--- src/rtl/psc_pkg.sv ---
package psc_pkg;
    localparam int DATA_W = 16;
    localparam int ADDR_W = 3;

    localparam logic [ADDR_W-1:0] OFS_CTRL = 3'd4;
    localparam logic [ADDR_W-1:0] OFS_TEST = 3'd5;

    localparam int RUN_POS = 7;
    localparam int DIV_POS = 6;

    typedef enum logic [1:0] {
        ST_IDLE = 2'd0,
        ST_PH0  = 2'd1,
        ST_PH1  = 2'd2,
        ST_PH2  = 2'd3
    } stage_e;

    typedef struct packed {
        logic       run;
        logic       div3;
        logic [1:0] tap;
    } ctrl_t;
endpackage

--- src/rtl/psc_regs.sv ---
module psc_regs
    import psc_pkg::*;
(
    input  logic              clk,
    input  logic              rst_n,
    input  logic [ADDR_W-1:0] addr_i,
    input  logic              we_i,
    input  logic [DATA_W-1:0] wdata_i,
    output logic [DATA_W-1:0] rdata_o,
    output ctrl_t             ctrl_o
);
    ctrl_t             ctrl_q;
    logic [DATA_W-1:0] test_q;
    logic [DATA_W-1:0] rd_mux;
    logic              hit_ctrl, hit_test;

    assign hit_ctrl = (addr_i == OFS_CTRL);
    assign hit_test = (addr_i == OFS_TEST);

    always_ff @(posedge clk or negedge rst_n) begin
        if (!rst_n) begin
            ctrl_q <= '0;
            test_q <= '0;
        end else if (we_i) begin
            if (hit_ctrl) begin
                ctrl_q.run  <= wdata_i[RUN_POS];
                ctrl_q.div3 <= wdata_i[DIV_POS];
                ctrl_q.tap  <= wdata_i[1:0];
            end
            if (hit_test) test_q <= wdata_i;
        end
    end

    always_comb begin
        rd_mux = '0;
        if (hit_ctrl) begin
            rd_mux[RUN_POS] = ctrl_q.run;
            rd_mux[DIV_POS] = ctrl_q.div3;
            rd_mux[1:0]     = ctrl_q.tap;
        end else if (hit_test) begin
            rd_mux = test_q;
        end
    end

    always_ff @(posedge clk or negedge rst_n) begin
        if (!rst_n) rdata_o <= '0;
        else        rdata_o <= rd_mux;
    end

    assign ctrl_o = ctrl_q;

    // unmapped offsets read zero one cycle later
    assert_unmapped_zero_R2: assert property (@(posedge clk) disable iff (!rst_n)
        (addr_i != OFS_CTRL && addr_i != OFS_TEST) |=> (rdata_o == '0));
    // writes outside the control offset leave the control word alone
    assert_ctrl_untouched_R2: assert property (@(posedge clk) disable iff (!rst_n)
        (we_i && addr_i != OFS_CTRL) |=> $stable(ctrl_q));
endmodule

--- src/rtl/psc_stage.sv ---
module psc_stage
    import psc_pkg::*;
(
    input  logic clk,
    input  logic rst_n,
    input  logic run_i,
    input  logic div3_i,
    input  logic frz_i,
    output logic pulse_o
);
    stage_e state_q, state_d;

    always_ff @(posedge clk or negedge rst_n) begin
        if (!rst_n) state_q <= ST_IDLE;
        else        state_q <= state_d;
    end

    always_comb begin
        state_d = state_q;
        if (!run_i) begin
            state_d = ST_IDLE;
        end else if (!frz_i) begin
            unique case (state_q)
                ST_IDLE: state_d = ST_PH0;
                ST_PH0:  state_d = ST_PH1;
                ST_PH1:  state_d = div3_i ? ST_PH2 : ST_PH0;
                ST_PH2:  state_d = ST_PH0;
            endcase
        end
    end

    always_comb begin
        pulse_o = 1'b0;
        if (run_i && !frz_i) begin
            unique case (state_q)
                ST_PH1:  pulse_o = !div3_i;
                ST_PH2:  pulse_o = 1'b1;
                default: pulse_o = 1'b0;
            endcase
        end
    end

    // a cleared run bit parks the stage in idle
    assert_stop_idle_R10: assert property (@(posedge clk) disable iff (!rst_n)
        !run_i |=> (state_q == ST_IDLE));
    // hold keeps the phase
    assert_hold_phase_R8: assert property (@(posedge clk) disable iff (!rst_n)
        (run_i && frz_i) |=> (state_q == $past(state_q)));
    // stage pulses never come back to back
    assert_pulse_single_R7: assert property (@(posedge clk) disable iff (!rst_n)
        pulse_o |=> !pulse_o);
endmodule

--- src/rtl/psc_chain.sv ---
module psc_chain #(
    parameter int CNT_W    = 6,
    parameter int TAP_STEP = 2,
    localparam int TAP_N   = CNT_W / TAP_STEP + 1,
    localparam int SEL_W   = $clog2(TAP_N)
) (
    input  logic             clk,
    input  logic             rst_n,
    input  logic             run_i,
    input  logic             frz_i,
    input  logic             pulse_i,
    input  logic [SEL_W-1:0] tap_i,
    output logic             tick_o
);
    logic [CNT_W-1:0] cnt_q;
    logic [TAP_N-1:0] tap_hit;

    always_ff @(posedge clk or negedge rst_n) begin
        if (!rst_n)                  cnt_q <= '0;
        else if (!run_i)             cnt_q <= '0;
        else if (pulse_i && !frz_i)  cnt_q <= cnt_q + 1'b1;
    end

    for (genvar k = 0; k < TAP_N; k++) begin : g_tap
        if (k == 0) begin : g_direct
            assign tap_hit[k] = 1'b1;
        end else begin : g_masked
            assign tap_hit[k] = &cnt_q[k*TAP_STEP-1:0];
        end
    end

    assign tick_o = pulse_i && tap_hit[tap_i];

    // hold freezes the binary stage
    assert_hold_count_R8: assert property (@(posedge clk) disable iff (!rst_n)
        (run_i && frz_i) |=> $stable(cnt_q));
    // stopping zeroes the binary stage
    assert_stop_clear_R10: assert property (@(posedge clk) disable iff (!rst_n)
        !run_i |=> (cnt_q == '0));
endmodule

--- src/rtl/tick_prescaler.sv ---
module tick_prescaler
    import psc_pkg::*;
(
    input  logic              clk,
    input  logic              rst_n,
    input  logic              frz_i,
    input  logic [ADDR_W-1:0] reg_addr_i,
    input  logic              reg_we_i,
    input  logic [DATA_W-1:0] reg_wdata_i,
    output logic [DATA_W-1:0] reg_rdata_o,
    output logic              tick_o
);
    ctrl_t ctrl;
    logic  stage_pulse;

    psc_regs u_regs (
        .clk     (clk),
        .rst_n   (rst_n),
        .addr_i  (reg_addr_i),
        .we_i    (reg_we_i),
        .wdata_i (reg_wdata_i),
        .rdata_o (reg_rdata_o),
        .ctrl_o  (ctrl)
    );

    psc_stage u_stage (
        .clk     (clk),
        .rst_n   (rst_n),
        .run_i   (ctrl.run),
        .div3_i  (ctrl.div3),
        .frz_i   (frz_i),
        .pulse_o (stage_pulse)
    );

    psc_chain #(.CNT_W(6), .TAP_STEP(2)) u_chain (
        .clk     (clk),
        .rst_n   (rst_n),
        .run_i   (ctrl.run),
        .frz_i   (frz_i),
        .pulse_i (stage_pulse),
        .tap_i   (ctrl.tap),
        .tick_o  (tick_o)
    );

    // no output pulse while stopped or held
    assert_tick_gated_R7: assert property (@(posedge clk) disable iff (!rst_n)
        tick_o |-> (ctrl.run && !frz_i));
    // output pulse lasts one cycle
    assert_tick_single_R7: assert property (@(posedge clk) disable iff (!rst_n)
        tick_o |=> !tick_o);
endmodule

--- config.mk ---
export PLATFORM = sky130hd
export DESIGN_NAME = tick_prescaler
export DESIGN_NICKNAME = d
export VERILOG_FILES = /design/src/rtl/psc_pkg.sv /design/src/rtl/psc_regs.sv /design/src/rtl/psc_stage.sv /design/src/rtl/psc_chain.sv /design/src/rtl/tick_prescaler.sv
export SDC_FILE = /design/constraint.sdc
export NUM_CORES = 1
export LEC_CHECK = 0
export BUFFER_PORTS_ARGS = -buffer_cell sky130_fd_sc_hd__clkbuf_2
export CAP_MARGIN = 20
export CORE_MARGIN = 1.5
export CORE_UTILIZATION = 36
export CTS_CLUSTER_DIAMETER = 80
export CTS_CLUSTER_SIZE = 14
export DETAILED_ROUTE_END_ITERATION = 6
export HOLD_SLACK_MARGIN = 0.1
export PLACE_DENSITY_LB_ADDON = 0.12
export RECOVER_POWER = 25
export SLEW_MARGIN = 30
export SYNTH_ARGS = -nofsm -noshare
export SYNTH_HDL_FRONTEND = slang
export SYNTH_SLANG_ARGS = --single-unit
export TNS_END_PERCENT = 20
--- constraint.sdc ---
create_clock -name clk -period 1.7 [get_ports clk]
set_clock_uncertainty 0.15 [all_clocks]
set_input_delay 0.17 -clock clk [delete_from_list [all_inputs] [get_ports clk]]
set_output_delay 0.17 -clock clk [all_outputs]
set_load 0.01 [all_outputs]
# == Yosys cells after proc, flatten, opt, wreduce, memory -nomap -nowiden ==
# Index checks and enable logic that the tools add are counted.
# totals
ff_bits,44
input_bits,23
out_inout_bits,17
wordCells,43
# op_classes
n_addsub,1
order_cmp,1
n_eq_ne,7
muxes,15
n_reduce_logical,12
# op_table
op,n
$mux W16,1
$mux W6,2
$mux W2,5
$mux W8,1
$add A6 B1 Y6 const B,1
$eq A3 B3 Y1 const B,2
$pmux W2 S3,1
$reduce_and A2 Y1,3
$reduce_and A6 Y1,1
$eq A2 B2 Y1 const B,2
$mux W4,1
$reduce_and A4 Y1,1
$logic_and A1 B1 Y1,3
$lt A2 B3 Y1 const B,1
$bmux W1 S2,1
$eq A2 B1 Y1 const B,1
$logic_not A1 Y1,2
$logic_not A2 Y1,1
$mux W1,2
$ne A2 B1 Y1 const B,1
$ne A2 B2 Y1 const B,1
$pmux W1 S2,1
$reduce_or A2 Y1,1

# == Logic depth before layout (Yosys ltp) ==
# Gate-level depths: netlist of the first run.
# logic_depth
word_depth,6
mapped_depth,5
depth_no_buf,4

# == Hierarchy ==
# Synthesis of the first run repeated with hierarchy kept, for this count alone.
# unflattened
cells_unflattened,127
area_unflattened_um2,1816.7
# modules_own_cells
mod,instances,cells_per_inst,area_each_um2,seq_area_each_um2
psc_regs,1,83,1385.1,900.9
psc_chain,1,33,330.3,150.1
psc_stage,1,11,101.3,50.0

# == Worst setup path after synthesis of the first run ==
# Ideal clock, no wire load.
# synth_path
path_kind,register to register
startpoint,reg u_chain.cnt_q[0]
endpoint,reg u_chain.cnt_q[4]
setup_ps,77
t_arrival_ps,1246
slack_ps,227
stages_incl_launch_ff,5
cell_sequence,dfrtp_1 > ha_1 > nand3_1 > or4_1 > a21oi_1
# synth_via
elab_chain_cells,3
# synth_lines
item,line,rtl
"start, declared",psc_chain.sv:15,logic [CNT_W-1:0] cnt_q;
"start signal, assigned",psc_chain.sv:21,else if (pulse_i && !frz_i) cnt_q <= cnt_q + 1'b1;
$add A6 B1 Y6,psc_chain.sv:21,
$mux W6,psc_chain.sv:21,
$mux W6,psc_chain.sv:20,else if (!run_i) cnt_q <= '0;
# Every way passes these cells. The select of a mux whose other input is x is not followed.
# A chain may end at the register's enable or synchronous reset.

# == Final worst setup path of the first run ==
# Same ends and word-level chain as after synthesis.

==> reports/summary.md, run 1 <==
The run finished with clean final reports. The routed length per placed instance was 13.3 um; the power density normalized to cell area was 987 nW/um^2. Across all layers, the routed design uses 1226 vias.

The final layout contains 221 nets. Cell with the largest stage delay on the worst path: sky130_fd_sc_hd__or4_1. The logs give 0.378 for the initial standard-cell utilization of the core and 40 for the number of placed I/O pins.

The run gives 1.81 mW as the total internal power. The switching power share of the total works out to 0.239. The overall die height is 73.6 um, and the synthesized flop and latch total is 44. The buffer cell driving the clock tree root was sky130_fd_sc_hd__clkbuf_8. The max-slew violation total from the final report came out at 0. The later pin in the worst-skew pair is clocked with a latency of 0.29 ns. The total number of placement rows is 25. The arrival time at the worst endpoint was 1.75 ns. The number of antenna violations at the first check in global routing was 0.

The number of port buffers is 39. Final clock period utilization by the worst path: 0.991. The via count of the first global-routing pass is 1307. The first global-routing pass estimated 5890 um of wire. The critical path starts at u_chain.cnt_q[0]$_DFFE_PN0P_. Of all nets on the critical path, the largest fanout is 3.

By startpoint and endpoint, the worst setup path is classified as reg2reg. The routed wire length was 3540 um; the aggregate global-route resource usage was 0.147. The kind of capture point of the worst setup path is a flop. The longest clock path from root to sink contains 2 buffers. For the part of the power in registers, the log shows 0.527. The library cells used most frequently in the layout, excluding fill and tap cells, are sky130_fd_sc_hd__dfrtp_1, sky130_fd_sc_hd__clkbuf_2, sky130_fd_sc_hd__mux2_2. The total die area came out at 5420 sq um.

After floorplanning, the core was sized to cover 4750 sq um. The logs give 0 for the hold violation total from the final report and 0 for the count of antenna diodes in the layout. Setup repair after global routing could not meet its margin everywhere. For the worst flop-to-flop path, the logic depth is 5. The share of cells above drive strength 1 works out to 0.394. The clock drives 44 sinks. The endpoint identified for the worst register-to-register timing path is u_chain.cnt_q[4]$_DFFE_PN0P_.

TritonCTS built the clock tree. Max-cap violations in this run came to 0. Before antenna repair, the detailed router went through 2 iterations.

The netlist area before placement was 1800 sq um. The worst-case register-to-register setup slack came out at 0.01 ns. The global route total overflow came out at 0. The total CTS buffers was 5; the worst hold margin was 0.109 ns. The post-detailed-placement half-perimeter wirelength is 2470 um, and the total power consumption of the routed design is 2.38 mW. For the worst slew slack as a fraction of its limit, the log shows 0.425.

After the flow finishes, the layout carries non-filler instances totaling 265. The most frequent standard cell in the layout excluding fill and tap cells was sky130_fd_sc_hd__dfrtp_1. The worst setup path is launched from a flop. The area growth from synthesis to layout is 34.3%. The tightest min-delay check is of the in2reg type. The run gives 0 as the number of routed nets with antenna violations. The H-tree was split into 2 levels.

The net count of the mapped netlist was 156; the measured slew at the worst slew-check pin was 0.863 ns. Setup violations remaining at the end of the flow were counted as 0. In this run, placement finished with an instance count of 235. Leakage power total: 1.16 nW. IR analysis of the VDD net gives a maximum drop of 599 uV. Weighted congestion at the end of routability-driven global placement: 0.702.

The buffer and inverter count on the worst path is 1. The horizontal extent of the die was 73.6 um. The tools report the violation count after the first detailed-routing iteration as 40.

The worst path required time was 1.77 ns. Part of the power in the clock network: 0.323. Counting every instance in the synthesized netlist gives 132. Counting I/O delays and the setup requirement, the final critical path takes 1.69 ns.

The layout has 450 filler cells. The kind of cell with the highest combined delay on the critical path is simple AND/OR/NAND/NOR gates. The delay of the slowest critical-path stage was 0.50 ns; the total number of yosys warnings was 0. The signal on the critical path passes through ha_4, nand3_4, buf_4, or4_1, a21oi_1.

Clock-pin slew was measured on the worst setup and hold paths at 0.08 ns. The run gives 29 as the distinct cell type count after synthesis. The startpoint of the worst register-to-register path was u_chain.cnt_q[0]$_DFFE_PN0P_. Entering global routing, the biggest net connects 31 pins. The logs give 0.613 for the register area share after synthesis and 0 for the post-route DRC violation count.

For this design the total switching power over the nets is 0.570 mW. The fmax came out at 593 MHz. The tools report the capturing element of the worst setup path as u_chain.cnt_q[4]$_DFFE_PN0P_. The routed via count divided by cell count is 4.63, and the part of the power in combinational logic is 0.150.

The critical path depth in cells is 5. The post-synthesis average cell area came out at 13.6 sq um.
==> repair_timing <==
| item | CTS | global route |
|---|---|---|
| pin swaps | 2 | 1 |
| endpoints found under the setup margin | 1 | 2 |
| hold endpoints to repair | 65 | 0 |
| setup buffers | 3 | 1 |
| gates resized for setup | 5 | 5 |
| hold buffers | 18 | 0 |
==> flip-flops by register name, indices dropped and copies added (netlist names) <==
register,cells
u_regs.rdata_o,16
u_regs.test_q,16
u_stage.state_q,2
u_chain.cnt_q,6
u_regs.ctrl_o,4
==> cells by family (layout without fill, tap and decap cells) <==
group,Yosys count,after routing,synth area share
flip-flops,44,44,0.613
AO/OA/AOI/OAI,15,15,0.0502
multiplexers,25,25,0.153
adder cells (fa/ha/maj),1,1,0.00697
AND/OR/NAND/NOR,38,38,0.143
buffers and inverters,9,75,0.0334
==> per-layer routing <==
metal  global-route usage  up-vias  wire, um
li1                     -      587         -
met1                0.179      606      1530
met2                0.241       29      1810
met3               0.0398        4       148
met4               0.0679        0        40
met5                    0        -         0
==> metrics by stage <==
step,TNS (ns),setup slack (ns),area [sq um],utilization
3_3_place_gp,0,0.129,2060,0.433
3_5_place_dp,0,0.0228,2060,0.433
5_1_grt,-0.0960,-0.0541,2410,0.507
4_1_cts,-0.00690,-0.00690,2380,0.501
2_1_floorplan,0,0.227,1800,-
6_report,0,0.0148,2410,0.507
==> final cells by class <==
type | instances | area (sq um) | area share
clock buffers | 6 | 72.6 | 0.0301
clock inverters | 2 | 35.0 | 0.0145
inverters | 4 | 15.0 | 0.00623
multi-input cells | 79 | 676 | 0.280
flip-flops and latches | 44 | 1100 | 0.457
well taps | 67 | 83.8 | 0.0348
repair buffers | 63 | 428 | 0.177
==> worst min-delay path, stage by stage <==
cell                       delay, ns
sky130_fd_sc_hd__clkbuf_2       0.11
sky130_fd_sc_hd__o21ai_0        0.16
sky130_fd_sc_hd__a21oi_1        0.07
==> cell usage after synthesis (all sizes together) <==
cell	count	area share
a21boi	1	0.0042
a21oi	6	0.017
and2	12	0.042
and3	1	0.0035
buf	4	0.023
clkbuf	1	0.0021
dfrtp	44	0.61
ha	1	0.0070
inv	4	0.0084
mux2	20	0.13
mux2i	5	0.028
nand2	3	0.0063
nand2b	3	0.015
nand3	2	0.0056
nand4b	1	0.013
nor2	6	0.013
nor2b	1	0.0035
nor3	1	0.0028
nor3b	1	0.010
nor4	1	0.0035
o21ai	4	0.011
o311a	1	0.0056
o31ai	3	0.013
or2b	1	0.0042
or3	1	0.0035
or3b	1	0.0049
or4	3	0.013
==> power by group through the flow <==
stage                     combinational (mW)  clock [mW]  sequential, mW
after floorplan                        0.206           0            1.26
after global placement                 0.307           0            1.26
after detailed placement               0.321           0            1.27
after CTS                              0.365       0.803            1.25
after global routing                   0.400       0.843            1.27
final                                  0.357       0.769            1.25
==> how the worst min path moves through the flow <==
stage          start  depth (start not counted)  slack [ns]                              to
3_5_place_dp   rst_n                          1       -0.04   u_regs.test_q[11]$_DFFE_PN0P_
5_1_grt        frz_i                          3        0.11  u_stage.state_q[1]$_DFFE_PN0P_
3_3_place_gp   rst_n                          1       -0.05    u_regs.rdata_o[13]$_DFF_PN0_
6_report       frz_i                          3        0.11  u_stage.state_q[1]$_DFFE_PN0P_
4_1_cts        frz_i                          3        0.10  u_stage.state_q[1]$_DFFE_PN0P_
2_1_floorplan  rst_n                          0       -0.28    u_chain.cnt_q[0]$_DFFE_PN0P_
Note: power is estimated with default switching activity, not from simulation.
==> inputs of run 2 (changes only) <==
CORE_MARGIN = 2   (was 1.5)
CORE_UTILIZATION = 52   (was 36)
==> reports/summary.md, run 2 (same netlist as run 1, synthesis figures left out) <==
In the final routed layout, each cell accounts on average for 12.8 um. The tools report the post-detailed-placement half-perimeter wirelength as 2020 um. Excluding fillers, the count of instances in the completed layout stands at 243. The worst-case IR drop observed on VDD is 550 uV. The maximum fanout encountered on the critical timing path was 3. The library cell used most frequently in the layout, excluding fill and tap cells, is sky130_fd_sc_hd__dfrtp_1. For this run, design rule violations remaining after detail routing come to 0.

The max-cap violation count is 0. The count of vias placed by the detailed router was 1212. The first-pass detailed-route iteration total is 4, and the horizontal extent of the die is 62.8 um. Subtracting the final worst setup slack from the clock period gives 1.73 ns.

The clock-pin slew on the worst setup and hold paths came out at 0.12 ns. The tools report the buffer cell driving the clock tree root as sky130_fd_sc_hd__clkbuf_4. The measured slew at the worst slew-check pin is 1.05 ns.

Arrival time at the worst endpoint: 1.41 ns. The placed instances occupy a cell area of 2010 sq um. Timing analysis after detailed placement gives a worst setup slack of 0.0922 ns.

Number of nets in the final layout: 220. The congestion estimate from routability-driven global placement came to 0.725. The final setup violation count came out at 1.

The clock tree synthesis step divided the H-tree into 2 levels. The placeable core region came out at 3340 sq um. The run finished, with violations left. In this run the remaining antenna-violating nets after routing total 0. By startpoint and endpoint, the worst setup path is classified as reg2out. Clock tree synthesis inserted a total of 5 buffers. For this run the aggregate overflow at the end of global routing stands at 0. The routed via count divided by cell count is 4.99. STA classifies the critical path endpoint as an output pin. The total number of placement rows is 21. The aggregate global-route resource usage was 0.182; the wire length of the first global-routing pass was 5530 um. CTS saw 44 sinks. The checks that failed: negative setup slack.

The number of antenna violations at the first check in global routing was 0. Path class of the lowest-slack min-delay path: in2reg. The run gives 0 as the hold violation total from the final report.

The area growth from synthesis to layout is 28.6%. For the worst-skew pair, the clock arrives at the later sink with an insertion delay of 0.35 ns. During placement, the flow inserted port buffers numbering 39.

Once layout is done, the placed cells without fillers occupy 2310 sq um. The share of cells above drive strength 1 works out to 0.391. The top cell types in the final layout, fill and taps aside, are sky130_fd_sc_hd__dfrtp_1, sky130_fd_sc_hd__clkbuf_2, sky130_fd_sc_hd__mux2_2. The die covers 3940 sq um.

The number of buffers on the longest clock path was 2; the max-slew violation total from the final report was 0. Data on the critical path is required at its endpoint by 1.38 ns. The design draws 2.10 mW. Summed over all cells, the static leakage comes to 1.13 nW. In the final layout, the registers with the most flip-flops are u_regs.rdata_o (16), u_regs.test_q (16), u_chain.cnt_q (6). The tools report the fmax as 577 MHz. In this run the count of I/O pins placed on the die edge is 40. In this run, placement finished with an instance count of 213. For the smallest setup slack after layout, the log shows -0.0334 ns.

Power density normalized to cell area: 908 nW/um^2. For this block, the initial DRC count from the detailed router was 59. The count of antenna diodes in the layout was 0; the maximum number of pins on one net before global-route repair was 45.

Final clock period utilization by the worst path: 1.02. The logs give 0.538 for the initial standard-cell utilization of the core and 3110 um for the routed wire length. Setup repair after global routing could not meet its margin everywhere. TritonCTS built the clock tree. The worst slew slack as a fraction of its limit was 0.299. The overall die height came out at 62.8 um. STA classifies the critical path startpoint as a flop.

The via count of the first global-routing pass was 1232.
[run 2: changes by cell type in the layout (fill, tap and decap cells not counted)]
cell	delta
sky130_fd_sc_hd__clkbuf_4	+5
sky130_fd_sc_hd__clkbuf_8	-5
sky130_fd_sc_hd__clkbuf_2	+2
sky130_fd_sc_hd__buf_12	-1
sky130_fd_sc_hd__bufinv_16	-1
sky130_fd_sc_hd__clkbuf_1	-1
sky130_fd_sc_hd__clkinv_2	-1
sky130_fd_sc_hd__clkinv_4	+1
sky130_fd_sc_hd__nor3_1	+1
sky130_fd_sc_hd__nor3_2	-1
[run 2: per-layer routing]
metal  global-route usage  vias to the layer above  wire (um)
met5                    0                        -          0
met4               0.0611                        0         40
met3               0.0595                        6        190
met2                0.296                       40       1470
met1                0.232                      578       1410
li1                     -                      588          -
[run 2: stage by stage]
stage	hold slack (ns)	setup TNS, ns	utilization
2_1_floorplan	-0.276	0	-
3_3_place_gp	0.115	0	0.603
3_5_place_dp	0.128	0	0.603
4_1_cts	0.126	-0.0329	0.693
5_1_grt	0.147	-0.0970	0.692
6_report	0.138	-0.0334	0.692
[run 2: repair_timing]
| item | CTS | global route |
|---|---|---|
| resized for setup | 8 | 1 |
| hold buffers | 18 | 0 |
| cloned | 0 | 0 |
| endpoints found under the hold margin | 66 | 0 |
| buffers inserted | 4 | 0 |
| pin swaps | 2 | 1 |
| endpoints found under the setup margin | 1 | 1 |
[run 2: cell type report]
type	instances	area [sq um]
Sequential cell	44	1100
Fill cell	271	1030
Multi-Input combinational cell	79	671
Timing Repair Buffer	62	410
Tap cell	46	57.6
Clock buffer	7	45.0
Inverter	4	15.0
Clock inverter	1	8.76
[run 2: worst max-delay path, stage by stage (launching register included)]
cell and delay [ns]:
sky130_fd_sc_hd__dfrtp_1 0.43, sky130_fd_sc_hd__ha_4 0.19, sky130_fd_sc_hd__o311a_1 0.32, sky130_fd_sc_hd__buf_2 0.14
[run 2: worst paths after layout]
check / start / to / slack [ns] / depth (start not counted)
min in group asynchronous: rst_n / u_regs.rdata_o[12]$_DFF_PN0_ / 0.46 / 3
max in group asynchronous: rst_n / u_chain.cnt_q[1]$_DFFE_PN0P_ / 0.29 / 3
min reg2reg: u_regs.test_q[4]$_DFFE_PN0P_ / u_regs.rdata_o[4]$_DFF_PN0_ / 0.34 / 1
max: u_chain.cnt_q[0]$_DFFE_PN0P_ / tick_o / -0.03 / 3
max reg2reg: u_regs.ctrl_o[2]$_DFFE_PN0P_ / u_chain.cnt_q[3]$_DFFE_PN0P_ / 0.08 / 4
min: reg_addr_i[2] / u_regs.rdata_o[1]$_DFF_PN0_ / 0.14 / 3
[run 2: report_power, final]
group	switching, mW	internal [mW]
Sequential	0.0714	1.18
Clock	0.321	0.166
Combinational	0.157	0.202
Total	0.550	1.55
